--- src/rtl/prd_walk_pkg.sv ---
package prd_walk_pkg;

    localparam int ADDR_W      = 32;
    localparam int ENT_W       = 64;
    localparam int CNT_FIELD_W = 16;
    localparam int CNT_LSB     = 32;
    localparam int EOT_BIT     = 63;
    localparam int SPAN_W      = CNT_FIELD_W + 1;

    typedef enum logic [2:0] {
        WK_IDLE,
        WK_ARMED,
        WK_FETCH,
        WK_FETCH_WAIT,
        WK_BURST,
        WK_BACKOFF
    } wk_state_e;

    typedef struct packed {
        logic              last;
        logic [SPAN_W-1:0] span;
        logic [ADDR_W-1:0] base;
    } entry_t;

    function automatic entry_t decode_entry(input logic [ENT_W-1:0] raw);
        entry_t e;
        logic [CNT_FIELD_W-1:0] cnt;
        cnt    = raw[CNT_LSB +: CNT_FIELD_W];
        e.base = raw[ADDR_W-1:0];
        e.last = raw[EOT_BIT];
        e.span = (cnt == '0) ? SPAN_W'(1 << CNT_FIELD_W) : {1'b0, cnt};
        return e;
    endfunction

endpackage

--- src/rtl/prd_burst_sizer.sv ---
module prd_burst_sizer #(
    parameter int ADDR_W     = 32,
    parameter int LEN_W      = 17,
    parameter int PAGE_BYTES = 8192
) (
    input  logic [ADDR_W-1:0] base_addr,
    input  logic [LEN_W-1:0]  bytes_left,
    output logic [LEN_W-1:0]  burst_len
);
    localparam int PG_W = $clog2(PAGE_BYTES);
    localparam int RW   = (PG_W + 1 > LEN_W) ? PG_W + 1 : LEN_W;

    logic [RW-1:0] room;
    logic [RW-1:0] left_x;

    always_comb begin
        room      = RW'(PAGE_BYTES) - RW'(base_addr[PG_W-1:0]);
        left_x    = RW'(bytes_left);
        burst_len = LEN_W'((left_x < room) ? left_x : room);
    end
endmodule

--- src/rtl/prd_backoff_timer.sv ---
module prd_backoff_timer #(
    parameter int CYCLES = 16
) (
    input  logic clk,
    input  logic rst_n,
    input  logic load,
    output logic expired
);
    generate
        if (CYCLES <= 1) begin : g_single
            assign expired = 1'b1;
        end else begin : g_count
            localparam int CW = $clog2(CYCLES);
            logic [CW-1:0] cnt_q;
            always_ff @(posedge clk or negedge rst_n) begin
                if (!rst_n)            cnt_q <= '0;
                else if (load)         cnt_q <= CW'(CYCLES - 1);
                else if (cnt_q != '0)  cnt_q <= cnt_q - 1'b1;
            end
            assign expired = (cnt_q == '0);
        end
    endgenerate
endmodule

--- src/rtl/prd_dma_walker.sv ---
module prd_dma_walker
    import prd_walk_pkg::*;
#(
    parameter int CMD_W       = 20,
    parameter int PAGE_BYTES  = 8192,
    parameter int BACKOFF_CYC = 16,
    parameter int ENT_BYTES   = 8,
    localparam int LEN_W      = SPAN_W
) (
    input  logic              clk,
    input  logic              rst_n,
    input  logic              cmd_arm,
    input  logic              cmd_disk_wr,
    input  logic [CMD_W-1:0]  cmd_bytes,
    input  logic              go,
    input  logic [ADDR_W-1:0] table_base,
    output logic              mem_req,
    output logic              mem_desc,
    output logic              mem_wr,
    output logic [ADDR_W-1:0] mem_addr,
    output logic [LEN_W-1:0]  mem_len,
    input  logic              mem_gnt,
    input  logic              mem_busy,
    input  logic              mem_rvalid,
    input  logic [ENT_W-1:0]  mem_rdata,
    output logic              xfer_done,
    output logic              xfer_err
);
    wk_state_e          st_q, st_d;
    logic [ADDR_W-1:0]  ptr_q, addr_q;
    logic [LEN_W-1:0]   eleft_q;
    logic               elast_q;
    logic [CMD_W-1:0]   cleft_q;
    logic               dwr_q, retry_fetch_q, done_q, err_q;

    logic [LEN_W-1:0]   burst_len;
    logic               overrun, final_burst, bo_load, bo_expired;
    entry_t             fetched;

    prd_burst_sizer #(
        .ADDR_W(ADDR_W), .LEN_W(LEN_W), .PAGE_BYTES(PAGE_BYTES)
    ) u_sizer (
        .base_addr (addr_q),
        .bytes_left(eleft_q),
        .burst_len (burst_len)
    );

    always_comb begin
        overrun     = 32'(burst_len) > 32'(cleft_q);
        final_burst = (eleft_q == burst_len);
        fetched     = decode_entry(mem_rdata);
        bo_load     = mem_busy &&
                      ((st_q == WK_FETCH) || (st_q == WK_BURST && !overrun));
    end

    prd_backoff_timer #(.CYCLES(BACKOFF_CYC)) u_backoff (
        .clk    (clk),
        .rst_n  (rst_n),
        .load   (bo_load),
        .expired(bo_expired)
    );

    // state register
    always_ff @(posedge clk or negedge rst_n) begin
        if (!rst_n) st_q <= WK_IDLE;
        else        st_q <= st_d;
    end

    // next state
    always_comb begin
        st_d = st_q;
        unique case (st_q)
            WK_IDLE:       if (cmd_arm) st_d = WK_ARMED;
            WK_ARMED:      if (go)      st_d = WK_FETCH;
            WK_FETCH: begin
                if (mem_busy)      st_d = WK_BACKOFF;
                else if (mem_gnt)  st_d = WK_FETCH_WAIT;
            end
            WK_FETCH_WAIT: if (mem_rvalid) st_d = WK_BURST;
            WK_BURST: begin
                if (overrun)          st_d = WK_IDLE;
                else if (mem_busy)    st_d = WK_BACKOFF;
                else if (mem_gnt && final_burst)
                    st_d = elast_q ? WK_IDLE : WK_FETCH;
            end
            WK_BACKOFF: if (bo_expired) st_d = retry_fetch_q ? WK_FETCH : WK_BURST;
            default:       st_d = WK_IDLE;
        endcase
    end

    // datapath and status pulses
    always_ff @(posedge clk or negedge rst_n) begin
        if (!rst_n) begin
            ptr_q         <= '0;
            addr_q        <= '0;
            eleft_q       <= '0;
            elast_q       <= 1'b0;
            cleft_q       <= '0;
            dwr_q         <= 1'b0;
            retry_fetch_q <= 1'b0;
            done_q        <= 1'b0;
            err_q         <= 1'b0;
        end else begin
            done_q <= 1'b0;
            err_q  <= 1'b0;
            unique case (st_q)
                WK_IDLE: if (cmd_arm) begin
                    cleft_q <= cmd_bytes;
                    dwr_q   <= cmd_disk_wr;
                end
                WK_ARMED: if (go) ptr_q <= table_base;
                WK_FETCH: begin
                    if (mem_busy)     retry_fetch_q <= 1'b1;
                    else if (mem_gnt) ptr_q <= ptr_q + ADDR_W'(ENT_BYTES);
                end
                WK_FETCH_WAIT: if (mem_rvalid) begin
                    addr_q  <= fetched.base;
                    eleft_q <= fetched.span;
                    elast_q <= fetched.last;
                end
                WK_BURST: begin
                    if (overrun) begin
                        err_q <= 1'b1;
                    end else if (mem_busy) begin
                        retry_fetch_q <= 1'b0;
                    end else if (mem_gnt) begin
                        addr_q  <= addr_q + ADDR_W'(burst_len);
                        eleft_q <= eleft_q - burst_len;
                        cleft_q <= cleft_q - CMD_W'(burst_len);
                        if (final_burst && elast_q) begin
                            if (cleft_q == CMD_W'(burst_len)) done_q <= 1'b1;
                            else                               err_q  <= 1'b1;
                        end
                    end
                end
                default: ;
            endcase
        end
    end

    // outputs
    always_comb begin
        mem_req   = (st_q == WK_FETCH) || (st_q == WK_BURST && !overrun);
        mem_desc  = (st_q == WK_FETCH);
        mem_wr    = (st_q == WK_BURST) && !dwr_q;
        mem_addr  = (st_q == WK_FETCH) ? ptr_q : addr_q;
        mem_len   = (st_q == WK_FETCH) ? LEN_W'(ENT_BYTES) : burst_len;
        xfer_done = done_q;
        xfer_err  = err_q;
    end
endmodule

--- config.mk ---
export PLATFORM = sky130hd
export DESIGN_NAME = prd_dma_walker
export DESIGN_NICKNAME = d
export VERILOG_FILES = /design/src/rtl/prd_walk_pkg.sv /design/src/rtl/prd_burst_sizer.sv /design/src/rtl/prd_backoff_timer.sv /design/src/rtl/prd_dma_walker.sv
export SDC_FILE = /design/constraint.sdc
export NUM_CORES = 1
export LEC_CHECK = 0
export ABC_CLOCK_PERIOD_IN_PS = 6750
export CAP_MARGIN = 20
export CELL_PAD_IN_SITES_DETAIL_PLACEMENT = 1
export CELL_PAD_IN_SITES_GLOBAL_PLACEMENT = 1
export CORE_AREA = 4 4 163 165
export DETAILED_ROUTE_END_ITERATION = 12
export DIE_AREA = 0 0 167 169
export PLACE_DENSITY_LB_ADDON = 0.1
export SYNTH_ARGS = -nofsm -noshare
export SYNTH_HDL_FRONTEND = slang
export SYNTH_SLANG_ARGS = --single-unit
--- constraint.sdc ---
create_clock -name clk -period 6.75 [get_ports clk]
set_clock_uncertainty 0.2 [all_clocks]
set_input_delay 0.675 -clock clk [delete_from_list [all_inputs] [get_ports clk]]
set_output_delay 0.675 -clock clk [all_outputs]
set_load 0.01 [all_outputs]
==> impl_metrics.env, run 1 <==
export IMPL_synth_seq_cells=113
export IMPL_r2r_end="addr_q[19]"
export IMPL_max_freq_ghz=0.152
export IMPL_ios=178
export IMPL_cts_max_level=4
export IMPL_finalNetCount=1611
export IMPL_dp_cells=1722
export IMPL_finalHoldViolations=0
export IMPL_grt_remaining_overflow=0
export IMPL_drc_errors=0
export IMPL_grt_pass1_vias=10100
export IMPL_synthArstFlopShare=1.00
export IMPL_grt_pass1_wl_um=53200
export IMPL_crit_path_end_kind="output pin"
export IMPL_tns_ns=0
export IMPL_port_buffers=159
export IMPL_die_x_um=167
export IMPL_syn_inst=1250
export IMPL_diodes=0
export IMPL_avgRoutedWirePerCell_um=18.6
export IMPL_synth_flop_cell="dfrtp_1"
export IMPL_clk_latency_ns=0.42
export IMPL_ys_seq_area_frac=0.294
export IMPL_status="completed"
export IMPL_die_h_um=169
export IMPL_final_antenna_net_count=0
export IMPL_path_depth=23
export IMPL_post_drt_via_cell_ratio=5.55
export IMPL_routabilityCongestion=0.930
export IMPL_initialDrtViolationCount=672
export IMPL_n_fill_cell=3054
export IMPL_crit_chain="nor3_2 -> nand2b_1 -> nor4_2 -> buf_4 -> nand2b_1 -> nor4_2 -> xnor2_1 -> inv_1 -> ha_1 -> a21o_1 -> a21o_1 -> a221oi_2 -> nand2_1 -> o21ai_4 -> buf_4 -> mux2i_1 -> ha_1 -> a21oi_1 -> o21ai_1 -> o21ai_2 -> and4b_4 -> o21ai_4 -> clkbuf_2"
export IMPL_period_share=0.972
export IMPL_syn_to_final_growth_pct=30.0
export IMPL_ir_drop_mv=0.299
export IMPL_track_usage=0.230
export IMPL_synth_edf_count=0
export IMPL_hpwl_um=24000
export IMPL_cpMaxStageDelayCell="dfrtp_1"
export IMPL_cts_made_buffers=17
export IMPL_ys_warn_count=0
export IMPL_grt_antenna_before_repair=1
export IMPL_crit_family="compound AO/OA/AOI/OAI gates"
export IMPL_finalPower_mw=8.15
export IMPL_die_area_mm2=0.0282
export IMPL_syn_area_mm2=0.00962
export IMPL_finalSetupViolCount=0
export IMPL_fin_cells=1763
export IMPL_drt_total_wl_um=32700
export IMPL_ys_types=97
export IMPL_cts_tree="yes"
export IMPL_crit_arrival_ns=5.68
export IMPL_min_path_type="primary input to asynchronous set/reset pin"
export IMPL_cts_max_path_buffers=2
export IMPL_cts_hold_fix_buffers=0
export IMPL_maxCapViolCount=0
export IMPL_critPathMaxFanout=5
export IMPL_power_leakage_nw=5.27
export IMPL_clk_pin_slew_worst_paths_ns=0.06
export IMPL_clock_root_buffer="clkbuf_16"
export IMPL_start_util=0.384
export IMPL_core_area_mm2=0.0250
export IMPL_holdWs_ns=0.175
export IMPL_layout_drive_gt1_share=0.110
export IMPL_r2r_start="addr_q[2]"
export IMPL_power_density_mw_per_mm2=652
export IMPL_slew_headroom=0.357
export IMPL_dr_pass1_iters=5
export IMPL_final_max_slew_viol_count=0
export IMPL_rsz0062_at_grt="true"
export IMPL_grt_start_max_net_pins=94
export IMPL_row_count=58
export IMPL_startpoint_type="register"
export IMPL_tightestPinTransition_ns=0.964
export IMPL_post_route_util=0.499
export IMPL_r2r_slack_ns=0.33
export IMPL_critPathMaxStageDelay_ns=0.39
export IMPL_avgSynthCellArea_um2=7.69
export IMPL_critical_path_class="register to output pin"
export IMPL_vias=9791
export IMPL_worst_r2r_cell_count=28
export IMPL_cp_required_ns=5.88
export IMPL_path_buf_inv=4
export IMPL_cts_sinks=113
export IMPL_final_min_clock_period_ns=6.56
-- worst reg2reg max path: cells and delay by family (launching register included) --
family,cells,cell delay (ns)
multiplexers,1,0.27
adder cells (fa/ha/maj),2,0.63
AND/OR/NAND/NOR,8,1.76
XOR/XNOR,1,0.20
buffers and inverters,6,0.73
flip-flops,1,0.39
AO/OA/AOI/OAI,10,2.13
-- where the power goes --
group,switching [mW],internal [mW],total (mW)
combinational,3.22,2.63,5.85
clock,0.368,0.545,0.913
sequential,0.383,1.00,1.39
-- through the flow --
step | worst slack (ns) | area (um2)
floorplan | 0.760 | 9640
global placement | 0.230 | 11700
detailed placement | 0.0651 | 11700
CTS | 0.111 | 12300
global route | -0.103 | 12500
finish | 0.191 | 12500
-- cells in the final DEF, fill, tap and decap left out, types with 6 or more instances in the layout --
cell type,count
a21oi_2,6
o31ai_1,6
nor3_1,23
mux2i_1,7
o21ai_1,6
or3_1,10
xor2_1,18
and3_1,13
nor4_1,7
nor2_1,141
o21a_1,11
a211oi_1,11
clkbuf_16,17
clkdlybuf4s50_1,157
a311oi_1,6
a21oi_1,120
xnor2_1,26
nor2b_1,6
nand2b_1,11
conb_1,9
a21o_1,25
nand2_1,193
dfrtp_1,113
and2_1,9
buf_4,50
nand3_1,45
a31oi_1,22
o21ai_0,71
clkinvlp_4,6
nand4_1,7
ha_1,61
inv_1,54
a221oi_1,9
o22ai_1,16
-- final cells by class --
cell class | instances | area, um2 | share of cell area
clock inverters | 15 | 159 | 0.0127
repair buffers | 210 | 1990 | 0.159
flip-flops and latches | 113 | 2830 | 0.226
inverters | 56 | 210 | 0.0168
clock buffers | 17 | 425 | 0.0340
well taps | 330 | 413 | 0.0330
multi-input cells | 1022 | 6470 | 0.518
-- layer usage --
layer	global-route usage	share of wire	vias up
met3	0.0355	0.038	39
met5	0	0.00052	-
met2	0.371	0.46	204
li1	-	-	4794
met4	0.0566	0.017	2
met1	0.326	0.49	4752
-- kinds of logic after synthesis --
kind of cell    count (synthesis)  share of synthesized area
simple gates                  500                      0.235
compound gates                382                      0.264
buf+inv                       122                     0.0549
flops                         113                      0.294
fa+ha+maj                      67                     0.0895
xor+xnor                       44                     0.0401
mux                            20                     0.0216
other cells                     2                   0.000781
-- worst max-delay path by stage --
stage	startpoint	endpoint	slack, ns
3_3_place_gp	addr_q[3]	mem_req	0.23
4_1_cts	addr_q[3]	mem_req	0.11
2_1_floorplan	addr_q[1]	addr_q[26]	0.76
5_1_grt	addr_q[2]	mem_req	-0.10
6_report	addr_q[2]	mem_req	0.19
3_5_place_dp	addr_q[3]	mem_req	0.07
-- synth_stat cells, types with 13 or more instances --
library cell | n | share of area
a31oi_1 | 22 | 0.014
nor2_1 | 142 | 0.055
a21o_1 | 25 | 0.020
and3_1 | 13 | 0.0085
buf_2 | 19 | 0.0099
nor3_1 | 24 | 0.012
o22ai_1 | 16 | 0.010
ha_1 | 64 | 0.083
a21oi_1 | 124 | 0.065
clkbuf_1 | 32 | 0.012
inv_1 | 55 | 0.021
mux2i_1 | 14 | 0.015
nand2_1 | 194 | 0.076
a211oi_1 | 13 | 0.010
nand3_1 | 45 | 0.023
o21ai_0 | 73 | 0.038
xnor2_1 | 26 | 0.024
dfrtp_1 | 113 | 0.29
xor2_1 | 18 | 0.016
-- sequential cells by signal, indices dropped and copies added (netlist names) --
register,count
addr_q,32
ptr_q,32
cleft_q,20
eleft_q,17
u_backoff.g_count.cnt_q,4
st_q,3
dwr_q,1
elast_q,1
retry_fetch_q,1
xfer_done,1
xfer_err,1
-- repair_timing --
| item | CTS | global route |
|---|---|---|
| endpoints found under the setup margin | 1 | 4 |
| cloned | 0 | 0 |
| buffers inserted | 4 | 4 |
| resized for setup | 12 | 23 |
| pin swaps | 2 | 10 |
Power figures use the tool's default switching activity.
==> inputs of run 2 (changes only) <==
- ABC_AREA: unset -> 1
- CORE_AREA: 4 4 163 165 -> 4 4 180 182
- DIE_AREA: 0 0 167 169 -> 0 0 184 186
==> run 2 against run 1 <==
  * Final cell count up 44%
  * Via count up 36%
  * Synthesized area up 20%
  * Synthesized cell count up 58%
  * First-iteration DRC count up 23%
  * Non-clock buffer count down 35
  * Fmax up 2.7%
  * Critical path type unchanged
  * Highest routed layer is now met4
==> impl_metrics.env, run 2 <==
export IMPL_status="completed"
export IMPL_cts_max_path_buffers=2
export IMPL_final_antenna_net_count=0
export IMPL_maxCapViolCount=0
export IMPL_layout_commonest_cell="nand2_1"
export IMPL_grt_remaining_overflow=0
export IMPL_grt_pass1_wl_um=74000
export IMPL_grt_antenna_before_repair=0
export IMPL_synthTopCellsByCount="nand2_1 (795), inv_1 (228), nor2_1 (213)"
export IMPL_finalNetCount=2316
export IMPL_avgSynthCellArea_um2=5.84
export IMPL_cts_setup_buffers=0
export IMPL_dr_pass1_iters=5
export IMPL_r2r_end="eleft_q[2]"
export IMPL_track_usage=0.273
export IMPL_clk_pin_slew_worst_paths_ns=0.07
export IMPL_clock_root_buffer="clkbuf_16"
export IMPL_routabilityCongestion=0.873
export IMPL_seq_area_mm2=0.00283
export IMPL_synth_area_leaders="nand2_1 (26%), dfrtp_1 (24%), inv_1 (7.4%)"
export IMPL_synth_flop_cell="dfrtp_1"
export IMPL_syn_to_final_growth_pct=22.5
export IMPL_cts_made_buffers=17
export IMPL_ios=178
export IMPL_final_min_clock_period_ns=6.39
export IMPL_synth_seq_cells=113
export IMPL_start_util=0.378
export IMPL_drc_errors=0
export IMPL_ys_seq_area_frac=0.245
export IMPL_startpoint_type="register"
export IMPL_final_max_slew_viol_count=0
export IMPL_syn_inst=1979
export IMPL_cts_sinks=113
export IMPL_synthArstFlopShare=1.00
export IMPL_cp_required_ns=5.88
export IMPL_max_freq_ghz=0.157
export IMPL_period_share=0.947
export IMPL_grt_pass1_vias=13800
export IMPL_cp_startpoint="addr_q[0]"
export IMPL_reg_largest_list="addr_q x32, ptr_q x32, cleft_q x20"
export IMPL_worst_r2r_cell_count=29
export IMPL_vias=13300
export IMPL_grt_start_max_net_pins=77
export IMPL_critPathMaxFanout=8
export IMPL_multi_input_area_mm2=0.00765
export IMPL_post_synth_top_area_cell="nand2_1"
export IMPL_core_area_mm2=0.0306
export IMPL_cpMaxStageDelayCell="clkdlybuf4s50_1"
export IMPL_finalHoldViolations=0
export IMPL_die_x_um=184
export IMPL_n_fill_cell=4226
export IMPL_final_cell_mix="nand2_1 (792), inv_1 (227), nor2_1 (212), clkdlybuf4s50_1 (158), nand3_1 (144)"
export IMPL_finalSetupViolCount=0
export IMPL_row_count=64
export IMPL_cts_max_level=4
export IMPL_hpwl_um=36000
export IMPL_avgRoutedWirePerCell_um=18.4
export IMPL_r2r_slack_ns=1.14
export IMPL_post_drt_via_cell_ratio=5.27
export IMPL_die_h_um=186
export IMPL_diodes=0
export IMPL_crit_top_cell="nand2_1"
export IMPL_slew_headroom=0.385
export IMPL_initialDrtViolationCount=824
export IMPL_critical_path_class="register to output pin"
export IMPL_crit_arrival_ns=5.51
export IMPL_crit_end="mem_req"
export IMPL_critPathMaxStageDelay_ns=0.52
export IMPL_die_area_mm2=0.0342
export IMPL_ys_types=50
export IMPL_syn_area_mm2=0.0116
export IMPL_layout_drive_gt1_share=0.0444
export IMPL_drt_total_wl_um=46500
export IMPL_r2r_start="addr_q[0]"
export IMPL_crit_path_end_kind="output pin"
export IMPL_synth_edf_count=0
export IMPL_synth_most_common_cell="nand2_1"
export IMPL_cts_tree="yes"
export IMPL_clk_latency_ns=0.45
export IMPL_post_route_util=0.463
export IMPL_min_path_type="primary input to asynchronous set/reset pin"
export IMPL_ys_warn_count=0
export IMPL_port_buffers=159
export IMPL_tightestPinTransition_ns=0.923
export IMPL_yosysTopAreaCellShare=0.258
==> run 2: changes by cell type after synthesis, sizes merged, moves of 25 or more <==
cell   before  now
nand2     194  799
inv        56  235
nand3      45  147
nor2      145  220
a21oi     127   68
nand4       7   40
a21o       26    1
==> run 2: critical path, delay by kind of cell, from the launching register on <==
| family | cells | cell delay (ns) |
|---|---|---|
| AOI/OAI and AO/OA | 3 | 0.48 |
| xor gates and xnor gates | 1 | 0.17 |
| adders and majority gates | 3 | 0.93 |
| buffers and inverters | 5 | 1.05 |
| DFF | 1 | 0.40 |
| and+or+nand+nor | 16 | 2.02 |
==> run 2: how the worst min path moves through the flow <==
stage                       end  slack [ns]  cells after the start
floorplan             addr_q[0]        0.18                      0
global placement    cleft_q[15]        0.27                      2
detailed placement   cleft_q[5]        0.28                      2
CTS                 cleft_q[16]        0.18                      1
global route        cleft_q[17]        0.20                      1
finish              cleft_q[17]        0.13                      1
==> run 2: metrics by stage <==
step / instance area (um2) / hold WS [ns] / worst slack (ns) / setup TNS [ns] / cells
3_3_place_gp: 13500 / 0.273 / 0.630 / 0 / 2502
3_5_place_dp: 13500 / 0.281 / 0.472 / 0 / 2502
5_1_grt: 14200 / 0.204 / -0.0109 / -0.0109 / 2534
4_1_cts: 14100 / 0.178 / 0.0815 / 0 / 2534
6_report: 14200 / 0.130 / 0.361 / 0 / 2534
2_1_floorplan: 11600 / 0.179 / 1.80 / 0 / 1986
==> run 2: layer usage <==
metal  vias to the layer above  track usage  share of wire
met2                       295        0.441           0.45
met4                         0       0.0657          0.016
met5                         -            0              0
met1                      6434        0.386           0.49
met3                        39       0.0387          0.046
li1                       6574            -              -
==> run 2: layout make-up <==
class                           count  area share
Multi-Input combinational cell   1583       0.540
Sequential cell                   113       0.200
Timing Repair Buffer              175       0.121
Inverter                          235      0.0625
Tap cell                          396      0.0350
Clock buffer                       18      0.0310
Clock inverter                     14      0.0109
==> run 2: repair_timing <==
action / CTS / global route
setup endpoints to repair: 1 / 1
hold buffers: 0 / 0
gates resized for setup: 1 / 10
pin swaps: 0 / 0
==> run 2: kinds of logic (layout without fill, tap and decap cells) <==
| family | after synthesis | after routing | synth area share |
|---|---|---|---|
| buffers and inverters | 290 | 442 | 0.101 |
| muxes | 11 | 11 | 0.0102 |
| adders and majority gates | 67 | 67 | 0.0745 |
| other | 2 | 9 | 0.000650 |
| and+or+nand+nor | 1276 | 1276 | 0.461 |
| AOI/OAI and AO/OA | 199 | 199 | 0.0926 |
| DFF | 113 | 113 | 0.245 |
| xor gates and xnor gates | 21 | 21 | 0.0159 |
Power of run 2 is not shown: default switching activity piles up to over one toggle a cycle in this logic, so the estimate is an artifact.
==> inputs of run 3 (changes only) <==
- ABC_CLOCK_PERIOD_IN_PS: 6750 -> unset
==> results of run 3 <==
No change in the layout: final DEF, timing and power equal those of run 2.
Power of run 3 is left out for the same reason.
